[src/rtl/byte_order_realign.sv]
module byte_order_realign #(
  parameter int BW = 8
) (
  input  logic            clk,
  input  logic            rst,
  input  logic            rearm,
  input  logic            cfg_dbl,
  input  logic [2*BW-1:0] cfg_pattern,
  input  logic [BW-1:0]   cfg_pad,
  input  logic            in_valid,
  input  logic [4*BW-1:0] in_data,
  output logic            out_valid,
  output logic [4*BW-1:0] out_data,
  output logic            ordered
);
  localparam int H = 2 * BW;
  localparam int W = 4 * BW;

  logic          dbl_q;
  logic [H-1:0]  pat_q;
  logic [BW-1:0] pad_q;
  logic          locked, shift_q, pend;
  logic [H-1:0]  hold_q;

  always_ff @(posedge clk)
    if (rst) begin
      dbl_q <= cfg_dbl;
      pat_q <= cfg_pattern;
      pad_q <= cfg_pad;
    end

  logic [H-1:0] lo_u, hi_u, pat_u, pad_u, sel_hi, sel_lo;
  logic         searching, lo_hit, hi_hit, use_shift;
  logic [W-1:0] packed_w;

  assign lo_u  = dbl_q ? in_data[H-1:0] : {{BW{1'b0}}, in_data[BW-1:0]};
  assign hi_u  = dbl_q ? in_data[W-1:H] : {{BW{1'b0}}, in_data[H-1:BW]};
  assign pat_u = dbl_q ? pat_q : {{BW{1'b0}}, pat_q[BW-1:0]};
  assign pad_u = dbl_q ? {pad_q, pad_q} : {{BW{1'b0}}, pad_q};

  assign searching = !locked && !rearm;
  assign lo_hit    = searching && (lo_u == pat_u);
  assign hi_hit    = searching && !lo_hit && (hi_u == pat_u);
  assign use_shift = shift_q && !rearm;

  assign sel_hi = use_shift ? lo_u : (hi_hit ? pad_u : hi_u);
  assign sel_lo = use_shift ? hold_q : lo_u;
  assign packed_w = dbl_q ? {sel_hi, sel_lo}
                          : {{H{1'b0}}, sel_hi[BW-1:0], sel_lo[BW-1:0]};

  always_ff @(posedge clk) begin
    if (rst) begin
      out_valid <= 1'b0;
      out_data  <= '0;
      ordered   <= 1'b0;
      locked    <= 1'b0;
      shift_q   <= 1'b0;
      pend      <= 1'b0;
      hold_q    <= '0;
    end else begin
      out_valid <= in_valid;
      if (rearm) begin
        locked  <= 1'b0;
        shift_q <= 1'b0;
        pend    <= 1'b0;
        ordered <= 1'b0;
      end
      if (in_valid) begin
        out_data <= packed_w;
        hold_q   <= hi_u;
        if (lo_hit) begin
          locked  <= 1'b1;
          ordered <= 1'b1;
        end
        if (hi_hit) begin
          locked  <= 1'b1;
          shift_q <= 1'b1;
          pend    <= 1'b1;
        end
        if (pend && !rearm) begin
          ordered <= 1'b1;
          pend    <= 1'b0;
        end
      end
    end
  end
endmodule

[config.mk]
export PLATFORM = sky130hd
export DESIGN_NAME = byte_order_realign
export DESIGN_NICKNAME = d
export VERILOG_FILES = /design/src/rtl/byte_order_realign.sv
export SDC_FILE = /design/constraint.sdc
export NUM_CORES = 1
export LEC_CHECK = 0
export BUFFER_PORTS_ARGS = -buffer_cell sky130_fd_sc_hd__buf_2
export CELL_PAD_IN_SITES_DETAIL_PLACEMENT = 1
export CELL_PAD_IN_SITES_GLOBAL_PLACEMENT = 1
export CORE_MARGIN = 3
export CORE_UTILIZATION = 25
export DETAILED_ROUTE_END_ITERATION = 12
export GPL_TIMING_DRIVEN = 0
export PLACE_DENSITY = 0.62
export SYNTH_ARGS = -nofsm -noshare
export SYNTH_HDL_FRONTEND = slang
export SYNTH_SLANG_ARGS = --single-unit
[constraint.sdc]
create_clock -name clk -period 1.83 [get_ports clk]
set_input_delay 0.0915 -clock clk [delete_from_list [all_inputs] [get_ports clk]]
set_output_delay 0.0915 -clock clk [all_outputs]
set_load 0.01 [all_outputs]
==> results of run 1 <==
[power by group]
group	total, mW	switching [mW]	internal [mW]
logic	0.730	0.403	0.327
registers	1.99	0.0905	1.90
clock network	1.90	0.731	1.17
total	4.62	1.22	3.40
[metrics by stage]
step | hold slack, ns | setup slack [ns]
6_report | 0.0715 | -0.420
5_1_grt | 0.0722 | -0.552
4_1_cts | 0.0606 | -0.420
3_5_place_dp | 0.270 | -0.832
3_3_place_gp | 0.268 | -0.826
2_1_floorplan | 0.171 | -0.0726
[area by class of cell]
| type | count | area [um^2] | area share, % |
|---|---|---|---|
| plain buffers | 28 | 171 | 3.08 |
| clock buffers | 15 | 312 | 5.60 |
| clock inverters | 1 | 5.00 | 0.0899 |
| inverters | 3 | 11.3 | 0.202 |
| multi-input cells | 276 | 2140 | 38.4 |
| flip-flops and latches | 78 | 1810 | 32.5 |
| well taps | 180 | 225 | 4.04 |
| repair buffers | 137 | 896 | 16.1 |
[routing by layer]
metal  vias to the layer above  part of all wire (%)  track usage (%)
met4                         0                   1.8             5.18
met3                        18                   5.7             4.17
li1                       1722                     -                -
met2                       121                    48             30.0
met1                      1860                    45             25.8
met5                         -                     0                0
[state kept, by name, summed over array words and instances (netlist names)]
signal and count:
pat_q 16, out_valid 1, pend 1, pad_q 8
locked 1, out_data 32, dbl_q 1, ordered 1
shift_q 1, hold_q 16
[final timing paths]
kind | from | end | slack, ns | cells after the start
worst max register to register | dbl_q$_DFFE_PP_ | out_data[21]$_SDFFE_PP0P_ | -0.42 | 10
worst max-delay path | dbl_q$_DFFE_PP_ | out_data[21]$_SDFFE_PP0P_ | -0.42 | 10
worst min-delay path | in_data[27] | hold_q[11]$_SDFFE_PP0P_ | 0.07 | 3
worst min register to register | hold_q[15]$_SDFFE_PP0P_ | hold_q[15]$_SDFFE_PP0P_ | 0.48 | 2
[layout by cell type (no fill, tap or decap), types with 8 or more instances in the layout]
master and n:
clkbuf_16 12, buf_6 8, nor4_4 8, dlygate4sd3_1 26
nand2b_1 11, nand3_1 9, a221oi_1 8, a311oi_1 8
a21oi_1 25, clkbuf_1 19, xor2_1 16, a22oi_1 8
edfxtp_1 25, xnor2_1 15, a211oi_1 11, buf_4 10
nor2_1 19, o31ai_1 9, dfxtp_1 53, o21a_1 8
o31ai_2 10, nand2_1 50, buf_2 94
[cells by family (layout without fill, tap and decap cells)]
family | after synthesis | count (layout) | synth area share (%)
and+or+nand+nor | 124 | 124 | 15.8
AOI/OAI and AO/OA | 112 | 112 | 21.6
DFF | 78 | 78 | 48.8
xor gates and xnor gates | 32 | 32 | 7.55
buffers and inverters | 31 | 184 | 3.57
muxes | 8 | 8 | 2.66
[tightest hold or removal path: cells and delay by family]
kind	cells	cell delay, ns
buf+inv	1	0.13
compound gates	1	0.06
simple gates	1	0.08
[what timing repair did]
| item | in CTS | in global routing |
|---|---|---|
| hold endpoints to repair | 26 | 0 |
| setup buffers | 13 | 2 |
| endpoints found under the setup margin | 28 | 33 |
| hold buffers | 26 | 0 |
| gates resized for setup | 48 | 29 |
| pin swaps | 10 | 6 |
| gates cloned | 2 | 0 |
==> results.cfg, run 1 <==
[worst_setup_path]
required_ns = 2.08
criticalPathCategory = register to register
slowest_delay_ns = 0.34
crit_family = buffers and inverters
critPathSlowestCell = edfxtp_1
endpoint_kind = register
worst-path-buf-inv = 4
cp_cell_sequence = buf_6, buf_4, mux2i_4, xnor2_2, nor4_2, nand4_2, buf_6, buf_6, o21a_1, o31ai_2
cp-start-kind = register
crit_fanout = 7
critPathMostFrequentCell = buf_6
crit_arrival_ns = 2.50

[yosys]
synth_nets = 446
syn-cell-area_mm2 = 0.00371
synth_ff_type = dfxtp_1
synth_top_cell_by_area = dfxtp_1
yosys.area.top_type_share_pct = 28.6
ys_warn_count = 0
yosysUniqueCellTypes = 39
avgSynthCellArea_um2 = 9.64
netlist_top_cells_count = dfxtp_1 (53), nand2_1 (50), a21oi_1 (25), edfxtp_1 (25), clkbuf_1 (22)
synth_seq_cells = 78
yosysMostFrequentCell = dfxtp_1
synth-edff-count = 25
seq_area_frac_synth_pct = 48.8
synthTopCellsByArea = dfxtp_1 (29%), edfxtp_1 (20%), nand2_1 (5.1%)
syn_inst = 385
async_flop_share_pct = 0

[sta]
fin_skew_ns = 0.00714
period_needed_ns = 2.25
setup_viol = 27
layout_setup_ws_ns = -0.420
worst_pin_slew_ns = 0.628
finalSetupTns_ns = -10.16
maxSlewHeadroom_pct = 57.9
fmax_mhz = 444
hold_viol = 0
finalCritPeriodShare_pct = 123
slew_violations = 0
rsz0062_at_grt = yes

[routing]
ant_nets = 0
drt_pre_antenna_iters = 4
num_vias = 3721
route.detailed.drc = 0
drt_iter0_drc = 246
wl_per_cell_um = 21.8
viasPerCell = 5.18
routed_wirelength_mm = 15.7

[floorplanning]
initial_core_util_pct = 26.1
io_pins = 95
coreArea_mm2 = 0.0142
die_x_um = 128
dieArea_mm2 = 0.0163
rows = 43
dieHeight_um = 128

[pwr]
irDropWorstVdd_mv = 0.658
total_power_mw = 4.62
p_leak_nw = 2.15
powerDensity_mw_per_mm2 = 830

[layout]
synthToLayoutAreaGrowth_pct = 50.0
diodes = 0
layout-drive-gt1-share_pct = 34.0
fillerInstances = 1638
finalNetCount = 594
final_util_pct = 39.2
fin_cells = 718
design_area_mm2 = 0.00557

[grt]
grt_usage_pct = 18.8
grt_overflow = 0
antenna_found_initial = 0
grt_pass1_wl_mm = 23.1
grt_max_degree = 30
grt_pass1_vias = 3813

[clock_tree]
cts_buffers = 9
clock_latency_ns = 0.35
clk_pin_slew_worst_paths_ns = 0.06
h-tree-depth = 3
cts.sinks = 78
cts_tree = done
cts-root-buf = clkbuf_16
clock_path_buffers = 2

[place]
place_inst = 659
placed_area_mm2 = 0.00446
place.gp.congestion = 0.867
io_buffers = 94
dpl.hpwl_mm = 11.3

[min_path]
hold_class = input pin to register

[job]
drv_cap = 0

[run_status]
violations = setup timing
status = finished, violations left
(Power assumes the default switching activity.)
==> run 2: changes to the inputs <==
--- a/config.mk
+++ b/config.mk
@@ -9,10 +9,11 @@
 export CELL_PAD_IN_SITES_DETAIL_PLACEMENT = 1
 export CELL_PAD_IN_SITES_GLOBAL_PLACEMENT = 1
 export CORE_MARGIN = 3
-export CORE_UTILIZATION = 25
+export CORE_UTILIZATION = 37
+export CTS_BUF_LIST = sky130_fd_sc_hd__clkbuf_4
 export DETAILED_ROUTE_END_ITERATION = 12
 export GPL_TIMING_DRIVEN = 0
-export PLACE_DENSITY = 0.62
+export PLACE_DENSITY = 0.84
 export SYNTH_ARGS = -nofsm -noshare
 export SYNTH_HDL_FRONTEND = slang
 export SYNTH_SLANG_ARGS = --single-unit
==> run 2 against run 1 <==
Against the previous run: the flow finishes with violations (hold timing, setup timing); via count increased by 16%; register-to-register slack got worse by 0.42 ns; final cell count decreased by 4.3%; maximum frequency decreased by 16%; utilization increased by 18 points; wire length increased by 14%; clock skew increased by 0.011 ns; critical path type unchanged; largest cell class unchanged; largest power group unchanged; highest routed layer unchanged.
==> results.cfg, run 2 (synthesis results as in run 1) <==
[sta]
hold_slack_ns = -0.0102
hold_viol = 2
maxSlewHeadroom_pct = 50.0
worst_pin_slew_ns = 0.750
fin_skew_ns = 0.0181
slew_violations = 0
finalSetupTns_ns = -16.84
finalCritPeriodShare_pct = 146
layout_setup_ws_ns = -0.838
period_needed_ns = 2.67
setup_viol = 27
fmax_mhz = 375
rsz0062_at_grt = yes

[routing]
drt_pre_antenna_iters = 7
ant_nets = 0
routed_wirelength_mm = 17.9
num_vias = 4303
route.detailed.drc = 0
wl_per_cell_um = 26.1
drt_iter0_drc = 686
viasPerCell = 6.26

[run_status]
status = finished, violations left
violations = hold timing, setup timing

[place]
place_inst = 608
dpl.hpwl_mm = 10.2
io_buffers = 94
place.gp.congestion = 0.880

[worst_setup_path]
required_ns = 2.15
criticalPathCategory = register to register
critPathSlowestCell = mux2i_2
slowest_delay_ns = 0.40
cp_cell_sequence = buf_6, mux2i_2, xnor2_1, nor4_2, nand4_2, buf_4, buf_6, or2_4, o31ai_1
endpoint_kind = register
cp-start-kind = register
crit_arrival_ns = 2.99
crit_fanout = 5
critPathMostFrequentCell = buf_6

[grt]
grt_pass1_vias = 4189
antenna_found_initial = 1
grt_max_degree = 30
grt_usage_pct = 27.3
grt_overflow = 0
grt_pass1_wl_mm = 23.6

[layout]
layout-drive-gt1-share_pct = 32.5
synthToLayoutAreaGrowth_pct = 47.0
fillerInstances = 1066
layout_common_cells = buf_2 (94), dfxtp_1 (53), nand2_1 (50)
largest-register = out_data
final_util_pct = 57.4
finalNetCount = 613
reg_top3 = out_data (32), hold_q (16), pat_q (16)
largest_reg_flops = 32
final_common_cell = buf_2
fin_cells = 687

[clock_tree]
cts-root-buf = clkbuf_4
clk_pin_slew_worst_paths_ns = 0.14
clock_latency_ns = 0.45
clock_path_buffers = 2
h-tree-depth = 3
cts_buffers = 9
cts.sinks = 78
cts_tree = done

[floorplanning]
dieArea_mm2 = 0.0113
die_x_um = 106
dieHeight_um = 106
io_pins = 95
coreArea_mm2 = 0.00950
rows = 35
initial_core_util_pct = 39.1

[pwr]
powerDensity_mw_per_mm2 = 732
p_leak_nw = 2.12
irDropWorstVdd_mv = 0.410

[job]
drv_cap = 0

[min_path]
hold_class = input pin to register
-- run 2: metal layers --
layer / up-vias / track usage, % / part of all wire (%)
met2: 319 / 45.2 / 48
met1: 2116 / 35.3 / 38
met5: - / 0 / 0
li1: 1768 / - / -
met4: 0 / 11.3 / 5.2
met3: 100 / 4.61 / 9.2
-- run 2: final timing paths --
| check | from | to | slack (ns) | depth (start not counted) |
|---|---|---|---|---|
| worst max-delay path | dbl_q$_DFFE_PP_ | pend$_SDFF_PP0_ | -0.84 | 9 |
| worst min-delay path | in_data[1] | out_data[9]$_SDFFE_PP0P_ | -0.01 | 3 |
| worst max register to register | dbl_q$_DFFE_PP_ | pend$_SDFF_PP0_ | -0.84 | 9 |
| worst min register to register | hold_q[1]$_SDFFE_PP0P_ | out_data[1]$_SDFFE_PP0P_ | 0.49 | 2 |
-- run 2: worst max-delay path, delay by kind of cell (launching register included) --
| kind | cells | cell delay, ns |
|---|---|---|
| DFF | 1 | 0.39 |
| xor gates and xnor gates | 1 | 0.17 |
| buffers and inverters | 3 | 0.48 |
| and+or+nand+nor | 3 | 0.75 |
| muxes | 1 | 0.40 |
| AOI/OAI and AO/OA | 1 | 0.35 |
-- run 2: area by class of cell --
| class | instances | area, um^2 | share of cell area (%) |
|---|---|---|---|
| Clock buffer | 10 | 75.1 | 1.38 |
| Timing Repair Buffer | 156 | 1050 | 19.3 |
| Tap cell | 129 | 161 | 2.96 |
| Clock inverter | 6 | 76.3 | 1.40 |
| Buffer | 28 | 170 | 3.12 |
| Antenna cell | 1 | 2.50 | 0.0459 |
| Inverter | 3 | 11.3 | 0.206 |
| Multi-Input combinational cell | 276 | 2100 | 38.4 |
| Sequential cell | 78 | 1810 | 33.2 |
-- run 2: repair_timing --
action	in CTS	in global routing
endpoints found under the setup margin	28	33
buffers inserted	10	9
hold buffers	41	1
pin swaps	3	8
cloned	1	0
resized for setup	32	36
hold endpoints to repair	54	1
-- run 2: stage by stage --
stage | cell area (um^2) | power [mW] | setup slack (ns)
2_1_floorplan | 3760 | 2.31 | -0.0726
3_3_place_gp | 4390 | 2.57 | -0.701
3_5_place_dp | 4390 | 2.59 | -0.787
4_1_cts | 5190 | 3.85 | -0.426
5_1_grt | 5460 | 4.10 | -0.872
6_report | 5460 | 3.99 | -0.838
-- run 2: where the power goes --
| group | leakage (nW) | switching, mW | internal, mW |
|---|---|---|---|
| clock | 0.0856 | 0.669 | 0.556 |
| sequential | 0.680 | 0.0945 | 1.90 |
| combinational | 1.36 | 0.434 | 0.340 |
